[src/rtl/exc_pkg.sv]
package exc_pkg;
    localparam int NUM_CAUSE = 8;
    localparam int CODE_W    = $clog2(NUM_CAUSE);
    localparam int XLEN      = 32;

    typedef enum logic [CODE_W-1:0] {
        CAUSE_IFETCH = 3'd0,
        CAUSE_PROG   = 3'd1,
        CAUSE_SCALL  = 3'd2,
        CAUSE_FPOFF  = 3'd3,
        CAUSE_DACC   = 3'd4,
        CAUSE_ALIGN  = 3'd5,
        CAUSE_EXTIRQ = 3'd6,
        CAUSE_TIMER  = 3'd7
    } exc_cause_e;

    typedef enum logic {
        ST_IDLE  = 1'b0,
        ST_ENTRY = 1'b1
    } entry_state_e;

    localparam logic [XLEN-1:0]      SAVE_MASK   = 32'h87C0_FFFF;
    localparam logic [XLEN-1:0]      CLEAR_MASK  = 32'h0004_EF36;
    localparam logic [XLEN-1:0]      FETCH_TAG   = 32'h4000_0000;
    localparam logic [XLEN-1:0]      PROG_TAG    = 32'h0002_0000;
    localparam int                   EE_BIT      = 15;
    localparam int                   ILE_BIT     = 16;
    localparam logic [NUM_CAUSE-1:0] ASYNC_SET   = 8'hC0;
endpackage

[src/rtl/exc_pending.sv]
module exc_pending
    import exc_pkg::*;
(
    input  logic                 clk,
    input  logic                 rst,
    input  logic [NUM_CAUSE-1:0] raise_i,
    input  logic [NUM_CAUSE-1:0] clear_i,
    output logic [NUM_CAUSE-1:0] pend_o
);
    logic [NUM_CAUSE-1:0] pend_q;

    always_ff @(posedge clk) begin
        if (rst) pend_q <= '0;
        else     pend_q <= (pend_q & ~clear_i) | raise_i;
    end

    assign pend_o = pend_q;


    raise_sets_chk: assert property (@(posedge clk) disable iff (rst)
        (|raise_i) |=> ((pend_q & $past(raise_i)) == $past(raise_i)));
endmodule

[src/rtl/exc_select.sv]
module exc_select
    import exc_pkg::*;
(
    input  logic [NUM_CAUSE-1:0] pend_i,
    input  logic                 ee_i,
    input  logic                 full_i,
    input  logic                 ext_i,
    output logic                 valid_o,
    output logic [CODE_W-1:0]    code_o,
    output logic [NUM_CAUSE-1:0] grant_o
);
    logic [NUM_CAUSE-1:0] elig;

    always_comb begin
        elig = '0;
        if (full_i)     elig = pend_i & (ee_i ? '1 : ~ASYNC_SET);
        else if (ext_i) elig = pend_i & (ee_i ? ASYNC_SET : '0);
    end

    always_comb begin
        valid_o = 1'b0;
        code_o  = '0;
        grant_o = '0;
        for (int i = NUM_CAUSE - 1; i >= 0; i--) begin
            if (elig[i]) begin
                valid_o = 1'b1;
                code_o  = i[CODE_W-1:0];
                grant_o = '0;
                grant_o[i] = 1'b1;
            end
        end
    end


    always_comb onehot_grant_chk: assert ($onehot0(grant_o));
endmodule

[src/rtl/exc_state_calc.sv]
module exc_state_calc
    import exc_pkg::*;
(
    input  logic [CODE_W-1:0] code_i,
    input  logic [XLEN-1:0]   msr_i,
    input  logic [XLEN-1:0]   cur_pc_i,
    input  logic [XLEN-1:0]   next_pc_i,
    output logic [XLEN-1:0]   srr0_o,
    output logic [XLEN-1:0]   srr1_o,
    output logic [XLEN-1:0]   msr_o,
    output logic [XLEN-1:0]   vec_o
);
    exc_cause_e cause;
    logic [XLEN-1:0] le_copied;

    assign cause = exc_cause_e'(code_i);

    always_comb begin
        le_copied    = msr_i;
        le_copied[0] = msr_i[ILE_BIT];
        msr_o        = le_copied & ~CLEAR_MASK;
    end

    always_comb begin
        srr0_o = cur_pc_i;
        srr1_o = msr_i & SAVE_MASK;
        vec_o  = '0;
        unique case (cause)
            CAUSE_IFETCH: begin vec_o = 32'h400; srr1_o = (msr_i & SAVE_MASK) | FETCH_TAG; end
            CAUSE_PROG:   begin vec_o = 32'h700; srr1_o = (msr_i & SAVE_MASK) | PROG_TAG;  end
            CAUSE_SCALL:  vec_o = 32'hC00;
            CAUSE_FPOFF:  vec_o = 32'h800;
            CAUSE_DACC:   vec_o = 32'h300;
            CAUSE_ALIGN:  vec_o = 32'h600;
            CAUSE_EXTIRQ: begin vec_o = 32'h500; srr0_o = next_pc_i; end
            CAUSE_TIMER:  begin vec_o = 32'h900; srr0_o = next_pc_i; end
        endcase
    end
endmodule

[src/rtl/exc_entry_unit.sv]
module exc_entry_unit
    import exc_pkg::*;
(
    input  logic        clk,
    input  logic        rst,
    input  logic [7:0]  raise_i,
    input  logic        chk_full_i,
    input  logic        chk_ext_i,
    input  logic [31:0] cur_pc_i,
    input  logic [31:0] next_pc_i,
    input  logic [31:0] msr_i,
    output logic        taken_o,
    output logic [2:0]  cause_o,
    output logic [31:0] srr0_o,
    output logic [31:0] srr1_o,
    output logic [31:0] msr_o,
    output logic [31:0] pc_o
);
    entry_state_e state_q, state_d;

    logic [NUM_CAUSE-1:0] pend, grant, clear;
    logic                 hit;
    logic [CODE_W-1:0]    code;
    logic [XLEN-1:0]      srr0_c, srr1_c, msr_c, vec_c;

    exc_pending u_pend (
        .clk     (clk),
        .rst     (rst),
        .raise_i (raise_i),
        .clear_i (clear),
        .pend_o  (pend)
    );

    exc_select u_sel (
        .pend_i  (pend),
        .ee_i    (msr_i[EE_BIT]),
        .full_i  (chk_full_i),
        .ext_i   (chk_ext_i),
        .valid_o (hit),
        .code_o  (code),
        .grant_o (grant)
    );

    exc_state_calc u_calc (
        .code_i    (code),
        .msr_i     (msr_i),
        .cur_pc_i  (cur_pc_i),
        .next_pc_i (next_pc_i),
        .srr0_o    (srr0_c),
        .srr1_o    (srr1_c),
        .msr_o     (msr_c),
        .vec_o     (vec_c)
    );

    assign clear = hit ? grant : '0;

    always_comb begin
        state_d = ST_IDLE;
        unique case (state_q)
            ST_IDLE:  state_d = hit ? ST_ENTRY : ST_IDLE;
            ST_ENTRY: state_d = hit ? ST_ENTRY : ST_IDLE;
        endcase
    end

    always_ff @(posedge clk) begin
        if (rst) state_q <= ST_IDLE;
        else     state_q <= state_d;
    end

    always_ff @(posedge clk) begin
        if (rst) begin
            cause_o <= '0;
            srr0_o  <= '0;
            srr1_o  <= '0;
            msr_o   <= '0;
            pc_o    <= '0;
        end else if (state_d == ST_ENTRY) begin
            cause_o <= code;
            srr0_o  <= srr0_c;
            srr1_o  <= srr1_c;
            msr_o   <= msr_c;
            pc_o    <= vec_c;
        end
    end

    assign taken_o = (state_q == ST_ENTRY);


    async_gate_chk: assert property (@(posedge clk) disable iff (rst)
        (taken_o && cause_o[2:1] == 2'b11) |-> $past(msr_i[EE_BIT]));


    ext_only_chk: assert property (@(posedge clk) disable iff (rst)
        (taken_o && $past(chk_ext_i && !chk_full_i)) |-> (cause_o[2:1] == 2'b11));


    msr_rewrite_chk: assert property (@(posedge clk) disable iff (rst)
        taken_o |-> (msr_o[0] == $past(msr_i[ILE_BIT]) && !msr_o[EE_BIT]));


    vector_shape_chk: assert property (@(posedge clk) disable iff (rst)
        taken_o |-> (pc_o[31:12] == '0 && pc_o[7:0] == '0 && pc_o[11:8] != '0));


    hold_chk: assert property (@(posedge clk) disable iff (rst)
        (!taken_o && $past(!taken_o)) |-> ($stable(pc_o) && $stable(srr0_o)));
endmodule

[config.mk]
export PLATFORM = sky130hd
export DESIGN_NAME = exc_entry_unit
export DESIGN_NICKNAME = d
export VERILOG_FILES = /design/src/rtl/exc_pkg.sv /design/src/rtl/exc_pending.sv /design/src/rtl/exc_select.sv /design/src/rtl/exc_state_calc.sv /design/src/rtl/exc_entry_unit.sv
export SDC_FILE = /design/constraint.sdc
export NUM_CORES = 1
export LEC_CHECK = 0
export BUFFER_PORTS_ARGS = -buffer_cell sky130_fd_sc_hd__buf_2
export CAP_MARGIN = 25
export CORE_ASPECT_RATIO = 0.9
export CORE_MARGIN = 10
export CORE_UTILIZATION = 39
export DETAILED_ROUTE_END_ITERATION = 8
export PLACE_DENSITY = 0.77
export SYNTH_ARGS = -nofsm -noshare
export SYNTH_HDL_FRONTEND = slang
export SYNTH_SLANG_ARGS = --single-unit
[constraint.sdc]
create_clock -name clk -period 1.5 [get_ports clk]
set_input_delay 0.15 -clock clk [delete_from_list [all_inputs] [get_ports clk]]
set_output_delay 0.15 -clock clk [all_outputs]
set_load 0.02 [all_outputs]
# Yosys cells after proc, flatten, opt, wreduce, memory -nomap -nowiden
# Index checks and enable logic that the tools add are counted.
[word_totals]
inputBits = 108
wordCells = 54
rom_bits = 0
memories = 0
output_inout_bits = 132
ramBits = 0
regBits = 128
latch_bits = 0
[op_classes]
mux = 33
n_shift = 0
n_eq_ne = 7
bitwise_logic = 5
mul = 0
div = 0
order_cmp = 0
addsub = 0
n_reduce_logical = 2
[op_table]
columns = ["operator", "n"]
rows = [
  ["32-bit one-hot mux with 8 select lines", 1],
  ["8-bit 2-to-1 mux", 13],
  ["31-bit one-hot mux with 2 select lines", 1],
  ["32-bit 2-to-1 mux", 1],
  ["8-bit AND", 3],
  ["3-bit 2-to-1 mux", 8],
  ["3-bit equality test, second input constant", 4],
  ["1-bit 2-to-1 mux", 9],
  ["8-bit NOT", 1],
  ["8-bit bitwise OR", 1],
  ["3-bit by 2-bit equality test with 1-bit output, second input constant", 2],
  ["3-bit by 1-bit equality test with 1-bit output, second input constant", 1],
  ["3-bit zero test", 1],
  ["2-bit OR reduction", 1],
]

# Longest topological paths before layout
# Gate-level depths: netlist (run 1).
[logic_depth]
depth_word = 16
ltp_mapped = 8
ltp_nobuf = 5

# By module
# A second synthesis (run 1) with hierarchy kept.
[unflattened]
cells_unflattened = 641
area_unflattened_um2 = 6705.2
[modules_own_cells]
columns = ["mod", "cells_each", "area_each_um2", "instances", "seq_area_each_um2"]
rows = [
  ["exc_entry_unit", 434, 4817.1, 1, 2642.5],
  ["exc_state_calc", 142, 1318.8, 1, 0.0],
  ["exc_pending", 33, 381.6, 1, 160.2],
  ["exc_select", 32, 187.7, 1, 0.0],
]

# Worst setup path before layout (run 1)
# OpenSTA, ideal clock, no wires.
[synth_path]
path_kind = "reg2reg"
startpoint = "register u_pend.pend_q[1], in the netlist u_pend.pend_o[1]"
endpoint = "register srr0_o[11]"
synth_period_minus_slack_ps = 1602
setup_time_ps = 81
t_required_ps = 1419
arrival_ps = 1521
stages_incl_launch_ff = 7
slack_ps = -102
cell_sequence = "dfxtp_1 > o41ai_4 > nand2b_1 > buf_4 > buf_6 > mux2i_1 > a211oi_2"
[synth_between]
elab_chain_len = 8
[synth_lines]
columns = ["item", "line", "source"]
rows = [
  ["start: declaration", "exc_pending.sv:10", "logic [NUM_CAUSE-1:0] pend_q;"],
  ["start signal: assignment", "exc_pending.sv:14", "else pend_q <= (pend_q & ~clear_i) | raise_i;"],
  ["8-bit AND", "exc_select.sv:17", "else if (ext_i) elig = pend_i & (ee_i ? ASYNC_SET : '0);"],
  ["8-bit 2-to-1 mux", "exc_select.sv:17", ""],
  ["8-bit 2-to-1 mux *", "exc_select.sv:16", "if (full_i) elig = pend_i & (ee_i ? '1 : ~ASYNC_SET);"],
  ["3-bit 2-to-1 mux (2 in a row)", "exc_select.sv:25", "if (elig[i]) begin"],
  ["3-bit equality test", "exc_state_calc.sv:28", "unique case (cause)"],
  ["2-bit OR reduction (no line)", "-", ""],
  ["32-bit 2-to-1 mux", "exc_state_calc.sv:28", ""],
  ["end signal: assignment", "exc_entry_unit.sv:79", "srr0_o <= srr0_c;"],
  ["end: declaration", "exc_entry_unit.sv:14", "output logic [31:0] srr0_o,"],
]
# Mark *: on every way between the ends. The rest lies on a longest branch, timed or not.
# A chain may end at the register's enable or synchronous reset.

# Worst setup path after layout (run 1)
[layout_path]
startpoint = "register u_pend.pend_q[3], in the netlist u_pend.pend_o[3]"
endpoint = "register u_pend.pend_q[4], in the netlist u_pend.pend_o[4]"
[layout_between]
elab_chain_len = 11
[layout_lines]
columns = ["item", "line", "source"]
rows = [
  ["8-bit AND", "exc_select.sv:17", ""],
  ["8-bit 2-to-1 mux", "exc_select.sv:17", ""],
  ["8-bit 2-to-1 mux *", "exc_select.sv:16", ""],
  ["8-bit 2-to-1 mux or 1-bit 2-to-1 mux (tied branches) (4 in a row)", "exc_select.sv:25", ""],
  ["8-bit 2-to-1 mux *", "exc_entry_unit.sv:55", "assign clear = hit ? grant : '0;"],
  ["8-bit NOT *", "exc_pending.sv:14", ""],
  ["8-bit AND *", "exc_pending.sv:14", ""],
  ["8-bit bitwise OR *", "exc_pending.sv:14", ""],
]
# Marks and branches as above.

==> impl_results.md, run 1 <==
- Outcome: finished, violations left
- Violated checks: setup timing
- Clk Latency, worst-skew pair: around 0.36 ns
- Pwr dens: between 1000 and 1500 nW/um^2
- Total Power: roughly 6 mW
- Worst Path Required: around 1.8 ns
- Buf/Inv on CP: 2
- CP Class: reg2reg
- Min-Delay Endpoint: msr_o[25]
- R2R depth: 6
- Area of the die: roughly 14,000 sq um
- Vias per cell: around 4.7
- Flop2flop setup slack: -0.18 ns
- Crit end category: register
- Final Instance Area: between 5000 and 6000 sq um
- Reg-to-Reg End: u_pend.pend_o[4]
- Top_reg_cell synth: dfxtp_1
- Final setup violation count: 75
- PnR worst setup slack: -0.176 ns
- Synth-to-Final Area Change: 48.3%
- Clock Path Buffers: 2
- Asr flop ratio synth: 0%
- #FFs+latches synth: 81
- N_diodes: 0
- Worst path cell trace: buf_4 > o21ai_0 > a21oi_2 > nor3_2 > buf_4 > o2bb2ai_1
- RSZ-0062 raised after global routing: true
- HP Start: msr_i[25]
- Synth Instances: ~430
- Placed cell count: around 730
- Leak Pwr: 2.94 nW
- Final Max Tran Viols: 0
- GPL Wtd Cong: about 0.84
- Layout Skew: 0.00836 ns
- Warnings from Yosys: 0
- Worst slew margin: about two thirds
- Seq/Total Area, Yosys: a little over two fifths
- # DRC: 0
- Pre-Repair DR Iteration Count: 4
- Netlist Area Pre-Place: ~3900 sq um
- Largest net degree at the start of global routing: 49
- Commonest non-fill, non-tap cell in the layout: buf_2
- Maximum clock frequency: between 500 and 600 MHz
- DRT Wirelength: 13,100 microns
- Startpoint Class: register
- Vias in the first global route: between 3,000 and 4,000
- Floorplan Core Area: between 9000 and 10,000 sq um
- Peak VDD IR: approximately 0.00074 V
- Die W: 125 microns
- Nets@finish: approximately 750
- Cell area after placement: ~4800 sq um
- Non-Filler Instances: approximately 770
- Boundary pin count: 240
- Final min period: between 1.5 and 2 ns
- CTS tree: yes
- Slowest CP cell: o21ai_0
- Count of cell types in the netlist: 33
- Slowest stage delay, CP: around 0.4 ns
- Reg clk slew, reported paths: ~0.080 ns
- CTS H-tree lvls: 3
- Dpl hpwl: about 9000 microns
- Most frequent cells in the layout: 189 x buf_2, 76 x dfxtp_1, 56 x nand2_1
- Share of layout cells above drive strength 1: between 50% and 60%
- Crit Reg-Reg Startpoint: u_pend.pend_o[3]
- Final hold vios: 0
- Crit path DAT: a little under 2 ns
- Die extent in y: 114 microns
- CP top delay family: compound AO/OA/AOI/OAI gates
- Max-cap violations: 0
- Clock sinks: 81
- EDFF count, synth: 0
- CTS root buf: clkbuf_8
- First-pass GRT wire length: ~18,000 microns
- IO Port Bufs: 190
- Initial Util: around 40%
- Worst hold path type: in2reg
- Row cnt: 34
- GR Overflow Total: 0
- Post-DRT Antenna Nets: 0
- CTS Buf Count: 9
- CP most frequent cell: buf_4
- Antenna violations before repair: 1
- Fin crit share: 112%
- GR Util All Layers: about 16%
- Pre-CTS setup slack: -0.174 ns
- Worst-Margin Slew: 0.492 ns
- DR vias: 3,614
- Mean Syn Cell Area: between 8 and 9 sq um
- DR WL/cell: approximately 17 microns
- Worst Path Max Fanout: 3
- Iteration-0 DRC Markers: ~150
- Hold Path Stages: 3
==> stage by stage <==
step / util, % / hold slack (ns) / TNS, ns
3_3_place_gp: 50.0 / 0.355 / -4.54
3_5_place_dp: 50.0 / 0.357 / -7.76
6_report: 59.4 / 0.0266 / -8.41
4_1_cts: 53.9 / 0.00300 / -4.14
5_1_grt: 59.4 / 0.0143 / -12.60
2_1_floorplan: - / 0.267 / -1.80
==> final cells by class <==
| cell class | count | area (sq um) |
|---|---|---|
| Clock buffer | 10 | 128 |
| Clock inverter | 5 | 81.3 |
| Fill cell | 809 | 3930 |
| Inverter | 5 | 18.8 |
| Multi-Input combinational cell | 304 | 2170 |
| Sequential cell | 81 | 1630 |
| Tap cell | 126 | 158 |
| Timing Repair Buffer | 236 | 1540 |
==> kinds of logic after synthesis <==
group                  Yosys count  share of synthesized area, %
and+or+nand+nor                130                          13.5
AOI/OAI and AO/OA               94                          19.7
buffers and inverters           93                          16.5
DFF                             81                          42.0
muxes                           32                          8.29
other                            1                        0.0970
==> sequential cells by signal, indices dropped and copies added (netlist names) <==
signal / cells
pc_o: 4
msr_o: 19
u_pend.pend_o: 8
taken_o: 1
cause_o: 3
srr1_o: 14
srr0_o: 32
==> worst register-to-register path: cells and delay by family, from the launching register on <==
kind,cells,cell delay (ns)
and+or+nand+nor,1,0.30
DFF,1,0.34
AOI/OAI and AO/OA,3,0.64
buffers and inverters,2,0.29
==> metal layers <==
| layer | up-vias | part of all wire [%] | track usage (%) |
|---|---|---|---|
| li1 | 1766 | - | - |
| met3 | 20 | 9.0 | 7.45 |
| met1 | 1681 | 37 | 15.9 |
| met5 | - | 0.053 | 0 |
| met4 | 2 | 1.3 | 4.68 |
| met2 | 145 | 52 | 28.2 |
==> cells in the mapped netlist (2+ instances only) <==
cell type	n	area, sq um
nor2_1	44	165
buf_6	4	45.0
buf_8	2	30.0
nor3_1	3	15.0
buf_4	61	458
nor4_1	2	12.5
o21ai_0	8	40.0
a211oi_1	3	22.5
mux2i_1	32	320
nand2b_1	3	18.8
clkbuf_1	15	56.3
a21oi_1	43	215
nand2_1	72	270
inv_1	5	18.8
buf_2	6	30.0
dfxtp_1	81	1620
a211oi_2	30	375
nand3_1	2	10.0
==> how the worst max path moves through the flow <==
| stage | slack (ns) | cells past startpoint | end | from |
|---|---|---|---|---|
| final | -0.18 | 6 | u_pend.pend_o[4] | u_pend.pend_o[3] |
| after global routing | -0.26 | 6 | u_pend.pend_o[4] | u_pend.pend_o[3] |
| after CTS | -0.14 | 7 | srr0_o[2] | u_pend.pend_o[7] |
| after detailed placement | -0.17 | 7 | srr0_o[2] | u_pend.pend_o[7] |
| after global placement | -0.11 | 5 | u_pend.pend_o[7] | u_pend.pend_o[1] |
| after floorplan | -0.06 | 6 | srr0_o[10] | u_pend.pend_o[3] |
==> where the power goes <==
group | switching (mW) | internal (mW) | leakage [nW] | total (mW)
clock network | 0.778 | 0.929 | 0.102 | 1.71
registers | 0.140 | 2.36 | 0.674 | 2.50
logic | 1.14 | 0.788 | 2.16 | 1.93
==> repair_timing <==
item                                    CTS  global route
gates resized for setup                  25            84
hold buffers                              4             0
buffers inserted                          2             4
pin swaps                                 1            33
gates cloned                              1             7
endpoints found under the hold margin     4             0
endpoints found under the setup margin   74            75
(Power assumes the default switching activity.)
==> run 2, diff against run 1 <==
- CORE_ASPECT_RATIO: 0.9 -> 2
==> run 2 against run 1 <==
  * The flow still finishes with violations (setup timing)
  * Sequential power is essentially flat
  * Sequential share of layout area shrank 0.41 points
  * Core utilization grew 0.75 points
  * Critical path type unchanged
  * Critical endpoint is now srr1_o[8]
  * Largest cell class unchanged
  * Largest power group unchanged
==> impl_results.md, run 2 (same netlist as run 1, synthesis figures left out) <==
- PnR worst setup slack: -0.146 ns
- Boundary pin count: between 200 and 250
- Antenna violations before repair: 1
- Share of layout cells above drive strength 1: a little under three fifths
- Area of the die: approximately 15,000 sq um
- # DRC: 0
- CTS root buf: clkbuf_16
- Synth-to-Final Area Change: 50.8%
- Slowest stage delay, CP: 0.37 ns
- Final min period: roughly 1.6 ns
- Final setup TNS: -7.79 ns
- Final Max Tran Viols: 0
- CP Class: reg2reg
- First-pass GRT wire length: slightly below 20,000 microns
- CTS Hold Bufs: 0
- CTS Buf Count: 9
- Iteration-0 DRC Markers: approximately 120
- DRT Wirelength: between 10,000 and 15,000 microns
- Placed cell count: 743
- Reg clk slew, reported paths: ~0.070 ns
- DR vias: roughly 3,700
- Row cnt: 51
- Maximum clock frequency: 607 MHz
- Peak VDD IR: between 0.0006 and 0.0007 V
- IO Port Bufs: 190
- Vias per cell: between 4 and 5
- Crit end category: register
- GPL Wtd Cong: around 0.81
- Worst Path Max Fanout: 15
- CTS H-tree lvls: 3
- HP Start: raise_i[5]
- Final setup violation count: 75
- Floorplan Core Area: roughly 9700 sq um
- Initial Util: approximately two fifths
- Outcome: finished, violations left
- Crit path launch: u_pend.pend_o[1]
- DR WL/cell: roughly 18 microns
- Die extent in y: 161 microns
- Worst Path Required: approximately 1.8 ns
- M1 GR Usage: 15.1%
- Met2 Track Usage GR: about a third
- GR Overflow Total: 0
- Vias in the first global route: 3,909
- Non-Filler Instances: roughly 780
- Nets@finish: roughly 750
- Most frequent cells in the layout: 190 x buf_2, 75 x dfxtp_1, 57 x nand2_1
- Fin crit share: 110%
- Largest Register: srr0_o
- Startpoint Class: register
- RSZ-0062 raised after global routing: true
- Clock sinks: between 80 and 90
- Clock Path Buffers: 2
- Layout Skew: around 0.013 ns
- GR peak layer: met2
- Violated checks: setup timing
- Worst hold path type: in2reg
- Grt met3 use: about 5.5%
- Crit path DAT: approximately 1.9 ns
- Die W: roughly 90 microns
- GR Util All Layers: roughly 17%
- Final hold vios: 0
- Largest net degree at the start of global routing: 38
- Commonest non-fill, non-tap cell in the layout: buf_2
- Top Registers: srr0_o x32, msr_o x19, srr1_o x14
- Pwr dens: approximately 1200 nW/um^2
- Worst path cell trace: o41ai_4 > buf_6 > and3_4 > buf_12 > nand2_1 > a21oi_2
- Max-cap violations: 0
- Leak Pwr: a little under 3 nW
- Pre-Repair DR Iteration Count: 4
- Post-DRT Antenna Nets: 0
- Dpl hpwl: between 9000 and 10,000 microns
- CTS tree: yes
- Clk Latency, worst-skew pair: 0.33 ns
- Crit Reg-Reg Startpoint: u_pend.pend_o[1]
- Max reg flops: 32
- Slowest CP cell: o41ai_4
-- run 2: changes by cell type in the layout (fill, tap and decap cells not counted), moves of 6 or more --
cell       previous run  this run
clkbuf_8              9         0
nand2_4              12         6
a21oi_2              17        26
clkbuf_16             6        13
a21oi_1              26        17
-- run 2: cell type report --
| cell class | instances | area, sq um |
|---|---|---|
| timing repair buffer | 237 | 1530 |
| antenna | 1 | 2.50 |
| sequential | 81 | 1630 |
| tap | 132 | 165 |
| clock buffer | 10 | 229 |
| inverter | 5 | 18.8 |
| fill | 819 | 3870 |
| multi-input combinational | 304 | 2160 |
| clock inverter | 6 | 92.6 |
-- run 2: critical path, delay by kind of cell (launching register included) --
| kind | cells | cell delay, ns |
|---|---|---|
| simple gates | 2 | 0.37 |
| flops | 1 | 0.36 |
| buf+inv | 2 | 0.35 |
| compound gates | 2 | 0.49 |
-- run 2: what timing repair did --
action,CTS,global route
endpoints found under the setup margin,74,75
gates cloned,3,7
setup buffers,5,3
endpoints found under the hold margin,0,0
pin swaps,7,29
gates resized for setup,39,73
-- run 2: per-layer routing --
| metal | routed length (microns) | up-vias |
|---|---|---|
| met4 | 345 | 0 |
| met5 | 0 | - |
| met1 | 4760 | 1739 |
| li1 | - | 1765 |
| met3 | 844 | 24 |
| met2 | 7640 | 166 |
-- run 2: final timing paths --
check	to	cells past startpoint	slack, ns
worst max-delay path	srr1_o[8]	6	-0.15
worst min-delay path	u_pend.pend_o[5]	3	0.03
worst max register to register	srr1_o[8]	6	-0.15
worst min register to register	msr_o[29]	2	0.45
-- run 2: per-stage QoR --
| step | instance area (sq um) | power, mW | utilization, % | worst slack [ns] | hold slack, ns |
|---|---|---|---|---|---|
| finish | 5830 | 6.82 | 60.1 | -0.146 | 0.0274 |
| global route | 5830 | 7.12 | 60.1 | -0.199 | 0.0411 |
| CTS | 5450 | 6.67 | 56.2 | -0.173 | 0.0190 |
| detailed placement | 4840 | 4.10 | 49.9 | -0.195 | 0.365 |
| global placement | 4840 | 4.05 | 49.9 | -0.162 | 0.358 |
| floorplan | 4070 | 3.66 | - | -0.0626 | 0.267 |
-- run 2: report_power, final --
part | switching [mW] | internal (mW)
clock network | 0.890 | 1.46
logic | 1.16 | 0.810
registers | 0.133 | 2.37
==> run 3, diff against run 2 <==
- CORE_UTILIZATION: 39 -> 46
- PLACE_DENSITY: 0.77 -> 0.78
- SYNTH_HIERARCHICAL: default -> 1
==> run 3 against run 2 <==
  * The run still ends with setup timing left
  * Largest cell class unchanged
  * Via count increased by 45%
  * Die area increased by 38%
  * Clock-buffer cell count increased by 12
  * Synthesized cell count increased by 49%
  * Critical path depth increased by 5
  * Total power increased by 69%
  * Sequential share of layout area increased by 0.98 points
  * Largest power group is now clock
  * Routed wire length increased by 52%
  * Sequential cell count increased by 59
  * Combinational power increased by 56%
  * Maximum frequency decreased by 29%
  * Sequential power increased by 69%
==> impl_results.md, run 3 <==
- Pre-CTS setup slack: -0.845 ns
- Post-synth top cells: 140 x dfxtp_1, 134 x nor2_1, 131 x mux2i_1
- Final hold vios: 0
- Slowest CP cell: dfxtp_2
- Worst path cell trace: nor3b_1 > o31a_1 > a21oi_4 > inv_2 > ha_4 > o21ai_4 > buf_12 > buf_12 > mux2_4 > mux2i_1 > nor2_1
- Worst hold path type: in2reg
- Clk Latency, worst-skew pair: about 0.4 ns
- Final Instance Area: roughly 9700 sq um
- DR vias: approximately 5,300
- CP top delay family: compound AO/OA/AOI/OAI gates
- Pre-Repair DR Iteration Count: 4
- Warnings from Yosys: 6
- Startpoint Class: register
- Worst Path Required: between 1.5 and 2 ns
- Synth-to-Final Area Change: 44.8%
- Vias per cell: about 4.7
- Maximum clock frequency: approximately 430 MHz
- Worst Path Max Fanout: 8
- IO Port Bufs: ~240
- Synth Instances: 641
- Mean Syn Cell Area: between 10 and 15 sq um
- Area of the die: 20,100 sq um
- PnR worst setup slack: -0.827 ns
- N_diodes: 0
- Floorplan Core Area: 14,400 sq um
- Asr flop ratio synth: 0%
- CTS tree: yes
- RSZ-0062 raised after global routing: true
- Crit Reg-Reg Startpoint: u_pend/pend_o[4]
- Layout Skew: 0.0119 ns
- Cell area after placement: ~7700 sq um
- Top cells by area, synth: dfxtp_1 42%, mux2i_1 20%, buf_4 11%
- DRT Wirelength: a little over 20,000 microns
- Crit path DAT: around 2.6 ns
- CP most frequent cell: buf_12
- Outcome: finished, violations left
- Slowest stage delay, CP: between 0.3 and 0.4 ns
- Filler cells: slightly above 1,000
- FF/Latch Area: around 2800 sq um
- Violated checks: setup timing
- CTS Buf Count: 17
- Boundary pin count: 240
- Nets@finish: 1,047
- Fin crit share: 155%
- Commonest non-fill, non-tap cell in the layout: buf_2
- Post-DRT Antenna Nets: 0
- Peak VDD IR: roughly 0.0011 V
- EDFF count, synth: 0
- Die extent in y: ~190 microns
- Share of layout cells above drive strength 1: 45.9%
- HP Start: msr_i[16]
- Row cnt: 62
- Iteration-0 DRC Markers: 143
- Pwr dens: roughly 1200 nW/um^2
- Die W: roughly 110 microns
- Most frequent cells in the layout: 237 x buf_2, 136 x dfxtp_1, 133 x nor2_1
- # DRC: 0
- Synth top area share: 41.8%
- GPL Wtd Cong: between 0.8 and 0.9
- Footprint of the multi-input gates: around 3300 sq um
- Vias in the first global route: 5,692
- Top_reg_cell synth: dfxtp_1
- Clock sinks: 140
- Dpl hpwl: 12,400 microns
- Reg clk slew, reported paths: about 0.060 ns
- Seq/Total Area, Yosys: 41.8%
- Final Core Density: 67.6%
- Leak Pwr: 5.24 nW
- Max-cap violations: 0
- Final min period: 2.33 ns
- Buf/Inv on CP: 3
- CP Class: reg2reg
- GR Util All Layers: between 10% and 20%
- Initial Util: between 40 and 50%
- Netlist Area Pre-Place: 6710 sq um
- Final Max Tran Viols: 0
- CTS root buf: clkbuf_16
- First-pass GRT wire length: 31,100 microns
- Clock Path Buffers: 2
- CTS H-tree lvls: 4
- Antenna violations before repair: 0
- #FFs+latches synth: 140
- Crit end category: register
- Crit path launch: u_pend/pend_o[4]
- Largest net degree at the start of global routing: between 40 and 50
- Post-synth top area cell: dfxtp_1
- Final setup violation count: 140
- DR WL/cell: approximately 18 microns
- Most common cell in the synthesized netlist: dfxtp_1
- Count of cell types in the netlist: 35
- GR Overflow Total: 0
-- run 3: changes by cell type in the layout (fill, tap and decap cells not counted), moves of 31 or more --
cell / before / now
mux2_4: 0 / 32
dlygate4sd3_1: 0 / 37
buf_2: 190 / 237
nor2_1: 29 / 133
a211oi_2: 31 / 0
nand2_1: 57 / 2
mux2i_1: 25 / 124
dfxtp_1: 75 / 136
-- run 3: metal layers --
metal	wire length [microns]	track usage [%]	share of wire (%)
met1	7500	19.9	36
met2	11500	36.3	56
met3	1100	5.28	5.3
met4	593	9.13	2.9
met5	0	0	0
-- run 3: cell type report --
type	instances	area share [%]
multi-input cells	414	33.6
flip-flops and latches	140	29.0
repair buffers	350	28.2
clock buffers	22	5.09
well taps	192	2.47
clock inverters	10	1.15
inverters	12	0.464
-- run 3: repair_timing --
| action | CTS | global route |
|---|---|---|
| gates resized for setup | 74 | 23 |
| setup buffers | 24 | 3 |
| hold buffers | 37 | 0 |
| gates cloned | 23 | 2 |
| pin swaps | 24 | 34 |
| endpoints found under the setup margin | 140 | 140 |
| endpoints found under the hold margin | 44 | 0 |
-- run 3: worst register-to-register path: stages, from the launching register on --
cell and delay [ns]:
dfxtp_2 0.32, nor3b_1 0.13, o31a_1 0.31, a21oi_4 0.19, inv_2 0.08, ha_4 0.17
o21ai_4 0.17, buf_12 0.15, buf_12 0.14, mux2_4 0.32, mux2i_1 0.18, nor2_1 0.06
-- run 3: logic make-up (layout without fill, tap and decap cells) --
kind of cell,count (synthesis),in the layout,synth area share (%)
mux,163,163,26.6
buf+inv,138,394,16.2
other cells,1,48,0.0559
compound gates,24,24,2.84
simple gates,171,175,11.8
fa+ha+maj,4,4,0.746
flops,140,140,41.8
-- run 3: final timing paths --
kind | end | slack [ns] | cells past startpoint
worst max-delay path | srr0_o[1] | -0.83 | 11
worst min-delay path | msr_o[0] | 0.03 | 3
worst max register to register | srr0_o[1] | -0.83 | 11
worst min register to register | srr1_o[16] | 0.49 | 2
-- run 3: stage by stage --
step	TNS (ns)	hold WS (ns)	std cells	power, mW
after floorplan	-38.49	0.279	688	6.06
after global placement	-75.26	0.380	1027	6.48
after detailed placement	-77.13	0.390	1027	6.53
after CTS	-88.92	0.0174	1143	11.7
after global routing	-89.34	0.0527	1140	12.0
final	-81.06	0.0334	1140	11.6
-- run 3: power breakdown --
group	internal [mW]	leakage, nW	switching, mW
Clock	2.67	0.294	1.60
Sequential	4.05	1.16	0.179
Combinational	1.55	3.78	1.52
Total	8.27	5.24	3.30
